`src/rtl/sup_pkg.sv`:
```
package sup_pkg;
  typedef enum logic {
    SPAN_LONG  = 1'b0,
    SPAN_SHORT = 1'b1
  } wd_span_e;
endpackage

```
`src/rtl/sup_edge_sync.sv`:
```
module sup_edge_sync #(
  parameter int unsigned STAGES = 2
) (
  input  logic clk_i,
  input  logic rst_ni,
  input  logic d_i,
  output logic chg_o
);
  logic [STAGES-1:0] sreg_q;
  logic              last_q;

  always_ff @(posedge clk_i or negedge rst_ni) begin
    if (!rst_ni) begin
      sreg_q <= '0;
      last_q <= 1'b0;
    end else begin
      sreg_q <= {sreg_q[STAGES-2:0], d_i};
      last_q <= sreg_q[STAGES-1];
    end
  end

  assign chg_o = sreg_q[STAGES-1] ^ last_q;
endmodule

```
`src/rtl/sup_rst_stretch.sv`:
```
module sup_rst_stretch #(
  parameter int unsigned RST_TICKS = 200
) (
  input  logic clk_i,
  input  logic rst_ni,
  input  logic hold_i,
  input  logic trig_i,
  output logic active_o
);
  localparam int unsigned CW = $clog2(RST_TICKS);
  localparam logic [CW-1:0] LAST = CW'(RST_TICKS - 1);

  logic [CW-1:0] cnt_q;
  logic          act_q;

  always_ff @(posedge clk_i or negedge rst_ni) begin
    if (!rst_ni) begin
      act_q <= 1'b1;
      cnt_q <= '0;
    end else if (hold_i) begin
      act_q <= 1'b1;
      cnt_q <= '0;
    end else if (act_q) begin
      if (cnt_q == LAST) begin
        act_q <= 1'b0;
        cnt_q <= '0;
      end else begin
        cnt_q <= cnt_q + 1'b1;
      end
    end else if (trig_i) begin
      act_q <= 1'b1;
      cnt_q <= '0;
    end
  end

  assign active_o = act_q;
endmodule

```
`src/rtl/sup_wd_timer.sv`:
```
module sup_wd_timer
  import sup_pkg::*;
#(
  parameter int unsigned LONG_TICKS  = 1600,
  parameter int unsigned SHORT_TICKS = 100
) (
  input  logic clk_i,
  input  logic rst_ni,
  input  logic clr_i,
  input  logic off_i,
  input  logic chg_i,
  input  logic fast_i,
  output logic expire_o,
  output logic wd_no
);
  localparam int unsigned CW = $clog2(LONG_TICKS);
  localparam logic [CW-1:0] LONG_END  = CW'(LONG_TICKS - 1);
  localparam logic [CW-1:0] SHORT_END = CW'(SHORT_TICKS - 1);

  logic [CW-1:0] cnt_q;
  logic          first_q;
  logic          wd_q;
  wd_span_e      span;
  logic [CW-1:0] end_val;

  assign span     = (first_q || !fast_i) ? SPAN_LONG : SPAN_SHORT;
  assign end_val  = (span == SPAN_LONG) ? LONG_END : SHORT_END;
  assign expire_o = !clr_i && !off_i && !chg_i && (cnt_q == end_val);

  always_ff @(posedge clk_i or negedge rst_ni) begin
    if (!rst_ni) begin
      cnt_q   <= '0;
      first_q <= 1'b1;
    end else if (clr_i) begin
      cnt_q   <= '0;
      first_q <= 1'b1;
    end else if (off_i) begin
      cnt_q   <= '0;
    end else if (chg_i) begin
      cnt_q   <= '0;
      first_q <= 1'b0;
    end else if (expire_o) begin
      cnt_q   <= '0;
    end else begin
      cnt_q   <= cnt_q + 1'b1;
    end
  end

  // output latches low on timeout until the next taken change
  always_ff @(posedge clk_i or negedge rst_ni) begin
    if (!rst_ni)              wd_q <= 1'b1;
    else if (off_i || chg_i)  wd_q <= 1'b1;
    else if (expire_o)        wd_q <= 1'b0;
  end

  assign wd_no = wd_q;
endmodule

```
`src/rtl/proc_supervisor.sv`:
```
module proc_supervisor #(
  parameter int unsigned WD_LONG_TICKS  = 1600,
  parameter int unsigned WD_SHORT_TICKS = 100,
  parameter int unsigned RST_TICKS      = 200,
  parameter int unsigned SYNC_STAGES    = 2
) (
  input  logic clk_i,
  input  logic rst_ni,
  input  logic supply_ok_i,
  input  logic batt_mode_i,
  input  logic wd_in_i,
  input  logic wd_float_i,
  input  logic fast_mode_i,
  output logic reset_o,
  output logic reset_no,
  output logic wd_no
);
  logic hold, wd_off, chg, expire, rst_act;

  assign hold   = !supply_ok_i || batt_mode_i;
  assign wd_off = hold || wd_float_i;

  sup_edge_sync #(.STAGES(SYNC_STAGES)) u_sync (
    .clk_i (clk_i),
    .rst_ni(rst_ni),
    .d_i   (wd_in_i),
    .chg_o (chg)
  );

  sup_wd_timer #(
    .LONG_TICKS (WD_LONG_TICKS),
    .SHORT_TICKS(WD_SHORT_TICKS)
  ) u_timer (
    .clk_i   (clk_i),
    .rst_ni  (rst_ni),
    .clr_i   (rst_act),
    .off_i   (wd_off),
    .chg_i   (chg),
    .fast_i  (fast_mode_i),
    .expire_o(expire),
    .wd_no   (wd_no)
  );

  sup_rst_stretch #(.RST_TICKS(RST_TICKS)) u_stretch (
    .clk_i   (clk_i),
    .rst_ni  (rst_ni),
    .hold_i  (hold),
    .trig_i  (expire),
    .active_o(rst_act)
  );

  assign reset_o  = rst_act;
  assign reset_no = !rst_act;
endmodule

```
`config.mk`:
```
export PLATFORM = sky130hd
export DESIGN_NAME = proc_supervisor
export DESIGN_NICKNAME = d
export VERILOG_FILES = /design/src/rtl/sup_pkg.sv /design/src/rtl/sup_edge_sync.sv /design/src/rtl/sup_rst_stretch.sv /design/src/rtl/sup_wd_timer.sv /design/src/rtl/proc_supervisor.sv
export SDC_FILE = /design/constraint.sdc
export NUM_CORES = 1
export LEC_CHECK = 0
export BUFFER_PORTS_ARGS = -buffer_cell sky130_fd_sc_hd__buf_2
export CORE_ASPECT_RATIO = 0.75
export CORE_MARGIN = 2
export CORE_UTILIZATION = 58
export DETAILED_ROUTE_END_ITERATION = 7
export MAX_ROUTING_LAYER = met4
export PLACE_DENSITY = 0.77
export SLEW_MARGIN = 20
export SYNTH_ARGS = -nofsm -noshare
export SYNTH_HDL_FRONTEND = slang
export SYNTH_SLANG_ARGS = --single-unit
```
`constraint.sdc`:
```
create_clock -name clk_i -period 2.1 [get_ports clk_i]
set_input_delay 0.21 -clock clk_i [delete_from_list [all_inputs] [get_ports clk_i]]
set_output_delay 0.21 -clock clk_i [all_outputs]
set_load 0.05 [all_outputs]
```
Word-level counts from Yosys, hierarchy flattened
Index checks and enable logic that the tools add are counted.
{ "word_totals": {"ff_bits": 25, "inputBits": 7, "word_cells": 47, "out_inout_bits": 3} }
{ "classes": {"addsub": 2, "mux": 18, "n_reduce_logical": 16, "bitwise": 1, "eq_ne": 3} }
{ "op_table": {"columns": ["op", "n"], "rows": [
  ["11-bit two-way mux", 5],
  ["8-bit two-way mux", 4],
  ["11-bit by 1-bit adder with 11-bit output, second input constant", 1],
  ["11-bit equality test", 1],
  ["1-bit two-way mux", 9],
  ["8-bit by 1-bit adder with 8-bit output, second input constant", 1],
  ["8-bit equality test, second input constant", 1],
  ["1-bit logical NOT", 5],
  ["1-bit logical OR", 4],
  ["2-bit nonzero test", 2],
  ["1-bit logical AND", 3],
  ["3-bit nonzero test", 1],
  ["2-bit by 1-bit != test with 1-bit output, second input constant", 1],
  ["2-bit AND reduction", 1],
  ["1-bit bitwise XOR", 1]
]} }

Depth between registers and ports, before layout
{ "depth": {"word_depth": 11, "mapped_depth": 5, "depth_no_buf": 5} }

Modules after synthesis
From an unflattened synthesis, not the netlist that was laid out.
{ "hier_totals": {"hier_cells": 117, "hier_area_um2": 1280.0} }
{ "by_module_without_submodules": {"columns": ["module", "area_each_um2", "instances", "cells_per_inst", "seq_area_each_um2"], "rows": [
  ["sup_wd_timer", 675.6, 1, 66, 327.8],
  ["sup_rst_stretch", 501.7, 1, 44, 226.5],
  ["sup_edge_sync", 83.8, 1, 4, 75.1],
  ["proc_supervisor", 18.8, 1, 3, 0.0]
]} }

Least setup slack after synthesis
No wires, ideal clock.
{ "synth_path": {"kind": "flip-flop to flip-flop", "from": "register u_stretch.act_q (netlist: u_stretch.active_o)", "to": "register u_stretch.cnt_q[0]", "path_buffers": 1, "setup_ns": 0.138, "required_time_ns": 1.962, "period_less_slack_ns": 1.570, "path_stages_with_launch": 5, "arrival_time_ns": 1.432, "setup_slack_ns": 0.530, "path_cell_list": "dfstp_2 -> clkbuf_1 -> nor4_2 -> nor4b_4 -> o21ai_0"} }
{ "synth_between": {"elab_chain_len": 5, "word_cells_on_any_way": 7, "cone_classes": "2 x mux; 5 x reduce/logical"} }
{ "synth_rtl": {"columns": ["item", "line", "rtl"], "rows": [
  ["start, declared", "sup_rst_stretch.sv:14", "logic act_q;"],
  ["start signal, assigned", "sup_rst_stretch.sv:18", "act_q <= 1'b1;"],
  ["start signal, assigned", "sup_rst_stretch.sv:21", "act_q <= 1'b1;"],
  ["start signal, assigned", "sup_rst_stretch.sv:25", "act_q <= 1'b0;"],
  ["1-bit logical NOT", "sup_wd_timer.sv:28", "assign expire_o = !clr_i && !off_i && !chg_i && (cnt_q == end_val);"],
  ["1-bit logical AND (3 in series)", "sup_wd_timer.sv:28", null],
  ["3-bit nonzero test (no line)", null, null],
  ["end signal, assigned", "sup_rst_stretch.sv:28", "cnt_q <= cnt_q + 1'b1;"],
  ["end, declared", "sup_rst_stretch.sv:13", "logic [CW-1:0] cnt_q;"]
]} }
Several ways; a longest one is shown, not always the timed one.
A chain may end at the register's enable or synchronous reset.

Final worst setup path
{ "layout_path": {"from": "register u_timer.cnt_q[1]", "to": "register u_stretch.cnt_q[5]"} }
{ "layout_between": {"elab_chain_len": 3} }
{ "layout_rtl": {"columns": ["item", "line", "rtl"], "rows": [
  ["start, declared", "sup_wd_timer.sv:20", "logic [CW-1:0] cnt_q;"],
  ["start signal, assigned", "sup_wd_timer.sv:45", "cnt_q <= cnt_q + 1'b1;"],
  ["11-bit equality test", "sup_wd_timer.sv:28", null],
  ["1-bit logical AND", "sup_wd_timer.sv:28", null],
  ["3-bit nonzero test (no line)", null, null]
]} }
Every way passes these cells.

==> summary.md <==
| Metric | Value |
|---|---|
| Violated checks | design-rule violations |
| CTS Buf Count | 3 |
| Total Die Area | 2645 um^2 |
| CP arrival | 1890 ps |
| WP buf/inv | 0 |
| Skew-Pair Late Insertion Delay | 320 ps |
| Largest area contributor in the netlist | dfrtp_1 |
| Via total after detailed routing | 982 |
| P_sw | 171.6 uW |
| Synth warn | 0 |
| Synthesized flop and latch total | 25 |
| Post-synthesis cell type count | 34 |
| Worst stage delay on the critical path | 470 ps |
| RSZ-0062 raised after global routing | false |
| Port Buffer Count | 9 |
| Register area share after synthesis | 0.4832 |
| Clk buf depth | 2 |
| Worst VDD drop | 0.3666 mV |
| Avg Vias per Cell | 5.709 |
| CP max FO | 8 |
| Critical path capture point type | flip-flop |
| Syn_nets | 143 |
| First-pass GRT wire length | 4153 um |
| Final setup fails | 0 |
| Leak | 0.5758 nW |
| Core Util, Final | 0.6889 |
| Routability cong. | 0.8127 |
| Largest net degree at the start of global routing | 26 |
| DRC | 1 |
| Critical path, cell by cell | ha_1 -> nand3_1 -> nor4b_4 -> o21ai_0 |
| CTS clk-pin slew, worst paths | 140 ps |
| Syn Inst Count | 134 |
| H-Tree Depth | 1 |
| Non-filler cells, final | 172 |
| TNS Setup | 0 ps |
| CTS tree | done |
| Comb power frac | 0.043 |
| Period utilization | 0.8018 |
| Worst Max-Slew Pin Slew | 539.9 ps |
| DIE HEIGHT | 45.04 um |
| Antenna violations before repair | 0 |
| Area delta synth->final | 9.318% |
| Dominant cells by area after synthesis | dfrtp_1, dfstp_2, nor2_1 |
| HP Class | in2reg |
| Sw Share | 0.2311 |
| Async SR Flop Fraction | 1.000 |
| Starting density of the core | 0.6301 |
| Post-route ant nets | 0 |
| CTS Root Cell | clkbuf_4 |
| Crit start category | flip-flop |
| Skew final | 2.911 ps |
| Final #Nets | 158 |
| Crit Path Category | reg2reg |
| Die Span X | 58.72 um |
| Multi-input logic area | 650.6 um^2 |
| Worst path required time | 2310 ps |
| P_int | 570.9 uW |
| Hold Vio Cnt, Final | 0 |
| Hold slack | 145.4 ps |
| Max_cap viols | 0 |
| Placed Cells incl. Taps | 166 |
| Cell row count | 14 |
| Antenna Cells | 0 |
| Mean Syn Cell Area | 9.720 um^2 |
| Worst rel slew slack | 0.6401 |
| Post-synth top area share | 0.4227 |
| Final count of pins violating max slew | 0 |
| Gr usage total | 0.2207 |
| P per Cell Area | 521.4 nW/um^2 |
| Clock power share | 0.298 |
| Mapped cell area | 1302 um^2 |
| Crit-path leading delay family | simple AND/OR/NAND/NOR gates |
| Fill count | 159 |
| I/O pins | 10 |
| Post-synth EDFFs | 0 |
| Vias in the first global route | 894 |
| Initial DRC count | 61 |
| Flop pwr share | 0.659 |
| Status | finished, violations left |
| Fmax | 0.5939 GHz |
| Routed length per instance | 14.09 um |
| Drt pass-1 iters | 6 |
| HPWL Detailed | 1826 um |
| Routed WL | 2423 um |
| Fin crit period | 1684 ps |
| Total power | 742.5 uW |
| Core ar. | 2067 um^2 |
| Crit-path slowest cell | nor4b_4 |
| Share of layout cells above drive strength 1 | 0.1689 |
| Grt ovf | 0 |
| Clock sink total | 25 |
| Reg area | 629.4 um^2 |
| Synth Flop Type | dfrtp_1 |
cell families (layout without fill, tap and decap cells):
| logic type | after synthesis | count (layout) | share of synthesized area |
|---|---|---|---|
| simple gates | 68 | 68 | 0.2699 |
| mux | 1 | 1 | 0.01056 |
| fa+ha+maj | 2 | 2 | 0.01921 |
| xor+xnor | 11 | 11 | 0.07397 |
| flops | 25 | 25 | 0.4832 |
| compound gates | 22 | 22 | 0.1258 |
| buf+inv | 5 | 19 | 0.01729 |
tightest hold or removal path, stage by stage:
cell	delay (ps)
buf_2	90
nor2b_1	60
nand3b_1	80
flip-flops by register name, summed over array words and instances, names as in the netlist:
name,count
u_timer.cnt_q,11
u_sync.last_q,1
u_stretch.active_o,1
u_stretch.cnt_q,8
u_timer.first_q,1
u_sync.sreg_q,2
u_timer.wd_no,1
synth_stat cells, types with 2 or more instances:
master	instances
dfrtp_1	22
nor2_1	20
nand2_1	17
o21ai_0	13
nand3_1	9
xnor2_1	7
nor3_1	6
xor2_1	4
and2_1	3
dfstp_2	3
inv_1	3
ha_1	2
nand2b_1	2
nand4_1	2
o21a_1	2
cell usage in the layout, fill, tap and decap left out, types with 2 or more instances in the layout:
cell / count
o21a_1: 2
inv_1: 3
buf_2: 9
nor2_1: 20
nand3_1: 9
nand2b_1: 2
clkbuf_4: 3
nor3_1: 6
xnor2_1: 7
and2_1: 3
nand2_1: 17
o21ai_0: 13
dlygate4sd3_1: 2
nand4_1: 2
dfstp_2: 3
dfrtp_1: 22
ha_1: 2
xor2_1: 4
through the flow:
stage / worst slack [ps] / instance area (um^2)
5_1_grt: 192.7 / 1424
2_1_floorplan: 530.3 / 1303
6_report: 416.2 / 1424
4_1_cts: 411.2 / 1424
3_5_place_dp: 433.5 / 1374
3_3_place_gp: 475.8 / 1374
cell type report:
type / instances / share of cell area
Multi-Input combinational cell: 104 / 0.4569
Sequential cell: 25 / 0.4420
Timing Repair Buffer: 12 / 0.05097
Tap cell: 24 / 0.02109
Clock buffer: 3 / 0.01582
Inverter: 3 / 0.007909
Clock inverter: 1 / 0.005272
power groups by stage:
stage | combinational (mW) | sequential (mW) | clock [mW]
6_report | 0.0319 | 0.489 | 0.221
5_1_grt | 0.0360 | 0.490 | 0.240
4_1_cts | 0.0325 | 0.490 | 0.225
3_5_place_dp | 0.0296 | 0.498 | 0
3_3_place_gp | 0.0285 | 0.498 | 0
2_1_floorplan | 0.0109 | 0.498 | 0
layer usage:
layer  track usage  share of wire  vias to the layer above
li1              -              -                      493
met1        0.3159           0.51                      465
met2        0.3200           0.43                       22
met3       0.05158          0.054                        2
met4       0.05455         0.0054                        0
met5             -              0                        -
path summary, 6_finish.rpt:
kind	start	endpoint	slack, ps	cells after the start
worst max-delay path	u_timer.cnt_q[1]	u_stretch.cnt_q[5]	420	4
worst min register to register	u_sync.sreg_q[0]	u_sync.sreg_q[1]	370	0
max in group asynchronous	rst_ni	u_timer.first_q	1350	2
min in group asynchronous	rst_ni	u_stretch.cnt_q[6]	380	2
worst max register to register	u_timer.cnt_q[1]	u_stretch.cnt_q[5]	420	4
worst min-delay path	batt_mode_i	u_stretch.active_o	150	3
what timing repair did:
item	4_1_cts	5_1_grt
resized for setup	0	0
hold buffers	2	0
buffers inserted	0	0
hold endpoints to repair	23	0
Note: power is estimated with default switching activity, not from simulation.
